==> src/rtl/irq_trk_pkg.sv <==
package irq_trk_pkg;

   typedef enum logic [1:0] {
      LN_IDLE     = 2'b00,
      LN_PEND     = 2'b01,
      LN_ACT      = 2'b10,
      LN_ACT_PEND = 2'b11
   } line_state_e;

   function automatic line_state_e pack_state(input logic pend, input logic act);
      return line_state_e'({act, pend});
   endfunction

   function automatic logic st_pend(input line_state_e s);
      return s[0];
   endfunction

   function automatic logic st_act(input line_state_e s);
      return s[1];
   endfunction

endpackage

==> src/rtl/irq_in_sync.sv <==
module irq_in_sync #(
   parameter int STAGES = 2
) (
   input  logic clk,
   input  logic rst_n,
   input  logic raw,
   output logic lvl_o,
   output logic rise_o
);

   logic prev_q;

   generate
      if (STAGES == 0) begin : g_bypass
         assign lvl_o = raw;
      end else begin : g_chain
         logic [STAGES-1:0] chain_q;
         always_ff @(posedge clk or negedge rst_n) begin
            if (!rst_n) chain_q <= '0;
            else if (STAGES == 1) chain_q <= raw;
            else chain_q <= {chain_q[STAGES-2:0], raw};
         end
         assign lvl_o = chain_q[STAGES-1];
      end
   endgenerate

   always_ff @(posedge clk or negedge rst_n) begin
      if (!rst_n) prev_q <= 1'b0;
      else        prev_q <= lvl_o;
   end

   assign rise_o = lvl_o & ~prev_q;

endmodule

==> src/rtl/irq_line_fsm.sv <==
module irq_line_fsm
   import irq_trk_pkg::*;
(
   input  logic clk,
   input  logic rst_n,
   input  logic is_level,
   input  logic lvl,
   input  logic rise,
   input  logic set_hit,
   input  logic clr_hit,
   input  logic take_req,
   input  logic ret_req,
   output logic pend_o,
   output logic act_o
);

   line_state_e state_q;
   logic pend_n, act_n, take_ok, ret_ok, hw_hit;

   assign pend_o  = st_pend(state_q);
   assign act_o   = st_act(state_q);
   assign take_ok = take_req & pend_o;
   assign ret_ok  = ret_req & act_o;
   assign hw_hit  = is_level ? (lvl & ~take_ok) : rise;

   always_comb begin
      pend_n = pend_o;
      act_n  = act_o;
      if (take_ok) begin
         pend_n = 1'b0;
         act_n  = 1'b1;
      end
      if (ret_ok) begin
         act_n = 1'b0;
         if (is_level) pend_n = lvl;
      end
      if (hw_hit)  pend_n = 1'b1;
      if (set_hit) pend_n = 1'b1;
      if (clr_hit && !(is_level && lvl)) pend_n = 1'b0;
   end

   always_ff @(posedge clk or negedge rst_n) begin
      if (!rst_n) state_q <= LN_IDLE;
      else        state_q <= pack_state(pend_n, act_n);
   end

endmodule

==> src/rtl/irq_pick.sv <==
module irq_pick #(
   parameter int N_LINES = 8,
   parameter int ID_W    = 3
) (
   input  logic [N_LINES-1:0] cand,
   input  logic               busy,
   output logic               req,
   output logic [ID_W-1:0]    id
);

   always_comb begin
      id = '0;
      for (int i = N_LINES - 1; i >= 0; i--) begin
         if (cand[i]) id = ID_W'(i);
      end
   end

   assign req = (|cand) & ~busy;

endmodule

==> src/rtl/irq_state_tracker.sv <==
module irq_state_tracker #(
   parameter int N_LINES     = 8,
   parameter int SYNC_STAGES = 2,
   localparam int ID_W       = (N_LINES > 1) ? $clog2(N_LINES) : 1
) (
   input  logic               clk,
   input  logic               rst_n,
   input  logic [N_LINES-1:0] irq_in,
   input  logic [N_LINES-1:0] level_mode,
   input  logic [N_LINES-1:0] enable,
   input  logic               set_pend_we,
   input  logic               clr_pend_we,
   input  logic [N_LINES-1:0] pend_mask,
   input  logic               take_valid,
   input  logic [ID_W-1:0]    take_id,
   input  logic               ret_valid,
   input  logic [ID_W-1:0]    ret_id,
   output logic               irq_req,
   output logic [ID_W-1:0]    irq_id
);

   generate
      if (N_LINES < 1 || N_LINES > 256) begin : g_bad_lines
         $error("irq_state_tracker: N_LINES out of range");
      end
      if (SYNC_STAGES < 0 || SYNC_STAGES > 4) begin : g_bad_sync
         $error("irq_state_tracker: SYNC_STAGES out of range");
      end
   endgenerate

   logic [N_LINES-1:0] lvl_vec, rise_vec, pend_vec, act_vec, cand_vec;

   generate
      for (genvar g = 0; g < N_LINES; g++) begin : g_line
         logic hit_take, hit_ret;
         assign hit_take = take_valid && (take_id == ID_W'(g));
         assign hit_ret  = ret_valid  && (ret_id  == ID_W'(g));

         irq_in_sync #(.STAGES(SYNC_STAGES)) u_sync (
            .clk    (clk),
            .rst_n  (rst_n),
            .raw    (irq_in[g]),
            .lvl_o  (lvl_vec[g]),
            .rise_o (rise_vec[g])
         );

         irq_line_fsm u_fsm (
            .clk      (clk),
            .rst_n    (rst_n),
            .is_level (level_mode[g]),
            .lvl      (lvl_vec[g]),
            .rise     (rise_vec[g]),
            .set_hit  (set_pend_we & pend_mask[g]),
            .clr_hit  (clr_pend_we & pend_mask[g]),
            .take_req (hit_take),
            .ret_req  (hit_ret),
            .pend_o   (pend_vec[g]),
            .act_o    (act_vec[g])
         );
      end
   endgenerate

   assign cand_vec = pend_vec & enable & ~act_vec;

   irq_pick #(.N_LINES(N_LINES), .ID_W(ID_W)) u_pick (
      .cand (cand_vec),
      .busy (|act_vec),
      .req  (irq_req),
      .id   (irq_id)
   );

endmodule

==> config.mk <==
export PLATFORM = sky130hd
export DESIGN_NAME = irq_state_tracker
export DESIGN_NICKNAME = d
export VERILOG_FILES = /design/src/rtl/irq_trk_pkg.sv /design/src/rtl/irq_in_sync.sv /design/src/rtl/irq_line_fsm.sv /design/src/rtl/irq_pick.sv /design/src/rtl/irq_state_tracker.sv
export SDC_FILE = /design/constraint.sdc
export NUM_CORES = 1
export LEC_CHECK = 0
export ABC_AREA = 1
export CORE_AREA = 2 2 69 71
export DETAILED_ROUTE_END_ITERATION = 8
export DIE_AREA = 0 0 71 73
export DONT_BUFFER_PORTS = 1
export PLACE_DENSITY = 0.64
export SETUP_SLACK_MARGIN = 0.2
export SLEW_MARGIN = 20
export SYNTH_ARGS = -nofsm -noshare
export SYNTH_HDL_FRONTEND = slang
export SYNTH_SLANG_ARGS = --single-unit
==> constraint.sdc <==
create_clock -name clk -period 1.3 [get_ports clk]
set_input_delay 0.13 -clock clk [delete_from_list [all_inputs] [get_ports clk]]
set_output_delay 0.13 -clock clk [all_outputs]
set_load 0.01 [all_outputs]
# After elaboration in Yosys (flattened, before gate mapping)
# Cells that the tools add are included.
[word_totals] register_bits=40 input_bits=44 output_inout_bits=4
[classes] n_eq_ne=14 muxes=80 n_bitwise=69 reduce_logical=52
[ops] cell="$mux W1" count=72
[ops] cell="$and A1 B1 Y1" count=49
[ops] cell="$logic_and A1 B1 Y1" count=32
[ops] cell="$eq A3 B3 Y1 const B" count=8
[ops] cell="$mux W3" count=8
[ops] cell="$not A1 Y1" count=17
[ops] cell="$and A8 B8 Y8" count=2
[ops] cell="$reduce_bool A2 Y1" count=8
[ops] cell="$reduce_or A8 Y1" count=2
[ops] cell="$eq A3 B2 Y1 const B" count=4
[ops] cell="$logic_not A1 Y1" count=8
[ops] cell="$not A8 Y8" count=1
[ops] cell="$eq A3 B1 Y1 const B" count=2
[ops] cell="$logic_not A3 Y1" count=2

# Depth between registers and ports, before layout
# Gate-level depths: netlist of the first run.
[depth] ltp_word=10 mapped_depth=9 depth_no_buf=9

# Modules after synthesis
# A second synthesis of the first run with hierarchy kept.
[unflattened] cells_unflattened=337 area_unflattened_um2=2182.1
[modules_own_cells] mod="irq_line_fsm" n_inst=8 cells_per_inst=22 area_per_inst_um2=128.9 seq_area_each_um2=50.0
[modules_own_cells] mod="irq_in_sync" n_inst=8 cells_per_inst=5 area_per_inst_um2=85.1 seq_area_each_um2=75.1
[modules_own_cells] mod="irq_state_tracker" n_inst=1 cells_per_inst=99 area_per_inst_um2=374.1 seq_area_each_um2=0.0
[modules_own_cells] mod="irq_pick" n_inst=1 cells_per_inst=22 area_per_inst_um2=96.3 seq_area_each_um2=0.0

# Least setup slack after synthesis of the first run
# No wires, ideal clock.
[synth_path] path_kind="register to output" start="register g_line[7].u_fsm.state_q[1]" end="output irq_id[2]" arrival_time_ns=0.954 slack_ns=0.216 path_stages_with_launch=4 path_cell_list="dfrtp_1 o21ai_0 nor2_1 nor3_1"
[synth_between] elab_chain_len=10
[synth_lines] element="from (decl)" line_no="irq_line_fsm.sv:17" text="line_state_e state_q;"
[synth_lines] element="from (signal assigned)" line_no="irq_line_fsm.sv:44" text="else state_q <= pack_state(pend_n, act_n);"
[synth_lines] element="$not A8 Y8" line_no="irq_state_tracker.sv:63" text="assign cand_vec = pend_vec & enable & ~act_vec;"
[synth_lines] element="$and A8 B8 Y8" line_no="irq_state_tracker.sv:63"
[synth_lines] element="$mux W3 (8 in series)" line_no="irq_pick.sv:14" text="if (cand[i]) id = ID_W'(i);"
[synth_lines] element="to (decl)" line_no="irq_state_tracker.sv:19" text="output logic [ID_W-1:0] irq_id"
# Every way passes these cells.

# Final worst setup path of the first run
[layout_path] start="register g_line[7].u_fsm.state_q[1]" end="output irq_id[0]"
# Same word-level chain as after synthesis.

==> results.json, run 1 <==
{
  "peakVddDrop_uv": 662,
  "worstMarginPinSlew_ns": 0.278,
  "dp_cells": 318,
  "finalHoldViolations": 0,
  "dr.pass1.iters": 4,
  "setup_slack_ns": -0.152,
  "synthesis.area_um2": 2040,
  "use_met3_pct": 7.46,
  "fin_skew_ns": 0.00963,
  "slew_headroom_pct": 81.4,
  "syn_to_final_growth_pct": 26.0,
  "crit_arrival_ns": 1.32,
  "synth_top_area_cell": "dfrtp_1",
  "grt_pass1_wl_mm": 7.51,
  "fp-row-count": 25,
  "drt.antenna.violating_nets": 0,
  "port_buffers": 0,
  "clock.fmax_ghz": 0.689,
  "die_h_um": 73,
  "netlist.area_leader.share_pct": 49.0,
  "min_path_type": "in2reg",
  "crit_path_start_kind": "flop",
  "grt_max_degree": 41,
  "setup_tns_ns": -0.465,
  "worstSkewPairLatency_ns": 0.30,
  "cts.path.max_buffers": 2,
  "drtIter0Drc": 50,
  "netlist-cell-type-count": 23,
  "synth-seq-cells": 40,
  "via_count": 1729,
  "fin_crit_sh_pct": 112,
  "wirelength_mm": 4.65,
  "synth_cells": 265,
  "cp_max_fo": 4,
  "status": "complete, but fails checks",
  "whs_ns": 0.00360,
  "cts_inserted_buffers": 5,
  "gp_congestion": 0.869,
  "crit_type": "reg2out",
  "nets": 336,
  "final_cells": 347,
  "cts_tree": "yes",
  "viasPerCell": 4.98,
  "final_util_pct": 56.7,
  "period_needed_ns": 1.45,
  "die_w_um": 71,
  "slew_violations": 0,
  "grt_overflow": 0,
  "yosysWarnings": 0,
  "rsz0062_at_grt": "true",
  "end_kind": "output pin",
  "power_density_nw_per_um2": 1290,
  "die_area_um2": 5180,
  "syn_nets": 309,
  "io_pins": 48,
  "synth.area.top_cells": "dfrtp_1 49%, nand2_1 12%, inv_1 9.2%, nand3_1 7.4%, a21boi_0 4.0%",
  "drv_cap": 0,
  "grtUsageMet2_pct": 31.2,
  "hpwl_mm": 3.37,
  "cts_num_sinks": 40,
  "root_buffer": "clkbuf_8",
  "p_leak_nw": 1.27,
  "grt_usage_pct": 18.9,
  "violations": "negative setup slack",
  "drc": 0,
  "layout-drive-gt1-share_pct": 24.2,
  "required_ns": 1.17,
  "fillers": 406,
  "stdcell_area_um2": 2570,
  "wl_per_cell_um": 13.4,
  "grt_pass1_vias": 1607,
  "cts.clk_slew.worst_paths_ns": 0.08,
  "design.core.area_um2": 4540,
  "avgSynthCellArea_um2": 7.70,
  "top_usage_layer": "met2",
  "start_util_pct": 45.0,
  "grt_use_met1_pct": 23.3,
  "setup_viol": 4,
  "yosysSeqAreaShare_pct": 49.0,
  "cts_max_level": 2,
  "antenna_found_initial": 0,
  "antennaDiodeCount": 0,
  "postPlaceCellArea_um2": 2110
}
state kept, by name (all words and copies together), names as in the netlist:
signal,flops
g_line.u_fsm.state_q,16
g_line.u_sync.prev_q,8
g_line.u_sync.g_chain.chain_q,16
final cells by class:
type                    instances  area, um^2  area share [%]
clock buffers                   6        82.6            3.21
clock inverters                 2        10.0           0.389
inverters                      53         199            7.74
multi-input cells             170         992            38.6
flip-flops and latches         40        1000            39.0
well taps                      54        67.6            2.63
repair buffers                 22         218            8.47
repair_timing:
action,4_1_cts,5_1_grt
resized for setup,16,33
pin swaps,6,20
setup endpoints to repair,5,11
buffers inserted,5,5
endpoints found under the hold margin,49,0
hold buffers,11,0
critical path: stages, from the launching register on:
cell     delay [ns]
dfrtp_2        0.45
nor2_1         0.12
nand2_1        0.07
nand2_2        0.06
nand2_1        0.04
nand2_1        0.05
nand2_1        0.06
a21oi_2        0.18
synthesized netlist by cell type:
cell type / n
nor3_2: 4
nor2_4: 1
nor4_1: 2
o21ai_1: 2
nand4_1: 2
inv_2: 3
a21boi_0: 11
nor2_1: 21
nor2_2: 4
nand2_2: 5
dfrtp_1: 40
buf_1: 1
a21boi_1: 1
o21ai_0: 3
clkbuf_1: 1
nand3_2: 1
nor3_1: 1
nand3_1: 30
a21oi_1: 10
a31oi_1: 1
o21a_1: 5
nand2_1: 66
inv_1: 50
report_power, final:
group | leakage (nW) | switching (mW) | internal, mW
clock network | 0.0510 | 0.440 | 0.424
logic | 0.765 | 0.461 | 0.431
registers | 0.456 | 0.149 | 1.40
total | 1.27 | 1.05 | 2.26
placed cells by master, fill, tap and decap left out, types with 3 or more instances in the layout:
cell,Yosys,routed
nor2_4,1,5
nand2_1,66,61
nand3_4,0,4
nor3_2,4,5
inv_2,3,9
nor2_1,21,16
inv_1,50,44
a21oi_1,10,8
nor2_2,4,5
nand2_2,5,10
buf_6,0,4
dlygate4sd3_1,0,10
buf_4,0,7
a21boi_0,11,11
o21ai_1,2,3
dfrtp_1,40,39
o21a_1,5,5
nand3_1,30,22
clkbuf_8,0,6
nand3_2,1,5
final timing paths:
kind                                                      from                             endpoint  slack [ns]  cells after the start
setup / recovery                    g_line[7].u_fsm.state_q[1]                            irq_id[0]       -0.15                      7
max in group asynchronous                                rst_n           g_line[7].u_fsm.state_q[1]        0.79                      2
setup reg to reg                    g_line[3].u_fsm.state_q[1]           g_line[3].u_fsm.state_q[0]        0.17                      7
hold reg to reg            g_line[6].u_sync.g_chain.chain_q[0]  g_line[6].u_sync.g_chain.chain_q[1]        0.35                      0
min in group asynchronous                                rst_n           g_line[7].u_fsm.state_q[1]        0.31                      2
hold / removal                                    pend_mask[6]           g_line[6].u_fsm.state_q[0]       0.004                      3
routing by layer:
metal  vias to the layer above  wire length (um)
met5                         -                 0
met4                         0                54
met3                         6               306
met2                        35              2310
met1                       810              1980
li1                        878                 -
cells by family (layout without fill, tap and decap cells):
family          after synthesis  in the layout  share of synthesized area (%)
flops                        40             40                           49.0
simple gates                137            137                           30.6
buf+inv                      55             83                           10.1
compound gates               33             33                           10.2
through the flow:
stage,setup slack (ns),power [mW]
detailed placement,0.0924,2.06
global placement,0.102,2.04
finish,-0.152,3.31
global route,-0.227,3.50
floorplan,0.216,1.94
CTS,-0.150,3.12
Note: power is estimated with default switching activity, not from simulation.
==> run 2, diff against run 1 <==
--- a/config.mk
+++ b/config.mk
@@ -7,6 +7,7 @@
 export LEC_CHECK = 0
 export ABC_AREA = 1
 export CORE_AREA = 2 2 69 71
+export CTS_CLUSTER_SIZE = 24
 export DETAILED_ROUTE_END_ITERATION = 8
 export DIE_AREA = 0 0 71 73
 export DONT_BUFFER_PORTS = 1
==> constraint.sdc (replaced) <==
create_clock -name clk -period 1.85 [get_ports clk]
set_input_delay 0.185 -clock clk [delete_from_list [all_inputs] [get_ports clk]]
set_output_delay 0.185 -clock clk [all_outputs]
set_load 0.01 [all_outputs]
==> run 2 against run 1 <==
  * The flow now finishes without violations
  * Die area unchanged
  * Clock-buffer cell count is 2 higher
  * Clock power is 31% lower
  * Cell count down 3.5%
  * Cell area fell by 10%
  * Clock skew down 0.0028 ns
  * Critical endpoint is now irq_req
  * Largest power group unchanged
==> results.json, run 2 (synthesis results as in run 1) <==
{
  "worstMarginPinSlew_ns": 0.255,
  "antenna_found_initial": 0,
  "setup_viol": 0,
  "fp-row-count": 25,
  "setup_tns_ns": 0,
  "slew_violations": 0,
  "end_kind": "output pin",
  "root_buffer": "clkbuf_8",
  "antennaDiodeCount": 0,
  "layout-drive-gt1-share_pct": 9.96,
  "peakVddDrop_uv": 667,
  "final_cells": 335,
  "setup_slack_ns": 0.346,
  "grt_pass1_wl_mm": 7.51,
  "r2r_start": "g_line[2].u_fsm.state_q[1]",
  "wl_per_cell_um": 13.3,
  "final_util_pct": 51.0,
  "multi_input_area_um2": 846,
  "cts.path.max_buffers": 2,
  "period_needed_ns": 1.50,
  "required_ns": 1.66,
  "crit_type": "reg2out",
  "die_w_um": 71,
  "final_common_cell": "nand2_1",
  "postPlaceCellArea_um2": 2100,
  "power_mw": 2.06,
  "finalHoldViolations": 0,
  "fin_skew_ns": 0.00687,
  "cp_max_fo": 6,
  "hpwl_mm": 3.49,
  "power_density_nw_per_um2": 890,
  "crit_path_start_kind": "flop",
  "cts.clk_slew.worst_paths_ns": 0.08,
  "syn_to_final_growth_pct": 13.4,
  "worstSkewPairLatency_ns": 0.29,
  "hold_path_depth": 3,
  "via_count": 1650,
  "grt_max_degree": 41,
  "min_path_type": "in2reg",
  "cts_tree": "yes",
  "wirelength_mm": 4.46,
  "rsz0062_at_grt": "false",
  "dp_cells": 317,
  "slew_headroom_pct": 82.9,
  "drv_cap": 0,
  "stdcell_area_um2": 2310,
  "dr.pass1.iters": 4,
  "fin_crit_sh_pct": 81.3,
  "cts_num_sinks": 40,
  "cts_inserted_buffers": 5,
  "grt_pass1_vias": 1641,
  "gp_congestion": 0.821,
  "die_area_um2": 5180,
  "cts_max_level": 2,
  "r2r_cells": 7,
  "clock.fmax_ghz": 0.665,
  "crit_arrival_ns": 1.32,
  "nets": 324,
  "hp-start": "pend_mask[4]",
  "start_util_pct": 45.0,
  "dp_slack_ns": 0.605,
  "grt_usage_pct": 19.3,
  "final_cell_mix": "66 x nand2_1, 50 x inv_1, 40 x dfrtp_1",
  "drtIter0Drc": 61,
  "regArea_um2": 1000,
  "die_h_um": 73,
  "io_pins": 48,
  "whs_ns": 0.0674,
  "startpoint": "g_line[7].u_fsm.state_q[1]",
  "status": "finished clean",
  "top_regs": "g_line.u_fsm.state_q x16, g_line.u_sync.g_chain.chain_q x16, g_line.u_sync.prev_q x8",
  "viasPerCell": 4.93,
  "design.core.area_um2": 4540,
  "fillers": 462,
  "grt_overflow": 0,
  "post-cts-setup-buffer-count": 0,
  "port_buffers": 0,
  "p_leak_nw": 1.20,
  "drt.antenna.violating_nets": 0,
  "drc": 0
}
[run 2: path summary, 6_finish.rpt]
| check | endpoint | slack, ns |
|---|---|---|
| hold reg to reg | g_line[1].u_sync.g_chain.chain_q[1] | 0.35 |
| setup / recovery | irq_req | 0.35 |
| min in group asynchronous | g_line[4].u_sync.prev_q | 0.34 |
| max in group asynchronous | g_line[3].u_fsm.state_q[0] | 1.29 |
| setup reg to reg | g_line[2].u_fsm.state_q[0] | 0.74 |
| hold / removal | g_line[4].u_fsm.state_q[0] | 0.07 |
[run 2: area by class of cell]
cell class | count | share of cell area (%)
flip-flops and latches | 40 | 43.3
multi-input cells | 170 | 36.6
inverters | 53 | 8.60
repair buffers | 10 | 4.76
clock buffers | 8 | 3.89
well taps | 54 | 2.92
[run 2: metal layers]
metal | global-route usage [%] | part of all wire, % | wire, um | up-vias
met5 | 0 | 0 | 0 | -
met4 | 7.55 | 1.5 | 67 | 0
li1 | - | - | - | 853
met2 | 32.1 | 48 | 2150 | 43
met3 | 6.91 | 7.2 | 323 | 4
met1 | 23.0 | 43 | 1920 | 750
[run 2: report_power, final]
part	internal (mW)	switching, mW	total, mW	leakage, nW
clock network	0.304	0.289	0.593	0.0455
registers	0.985	0.0913	1.08	0.457
logic	0.160	0.231	0.391	0.693
total	1.45	0.611	2.06	1.20
[run 2: what timing repair did]
item,in CTS,in global routing
gates resized for setup,0,3
endpoints found under the hold margin,48,0
setup endpoints to repair,0,3
hold buffers,10,0
[run 2: critical path, cell delays in order (launching register included)]
cell and delay [ns]:
dfrtp_1 0.44, o21ai_0 0.26, nor2_1 0.13, a21oi_2 0.21
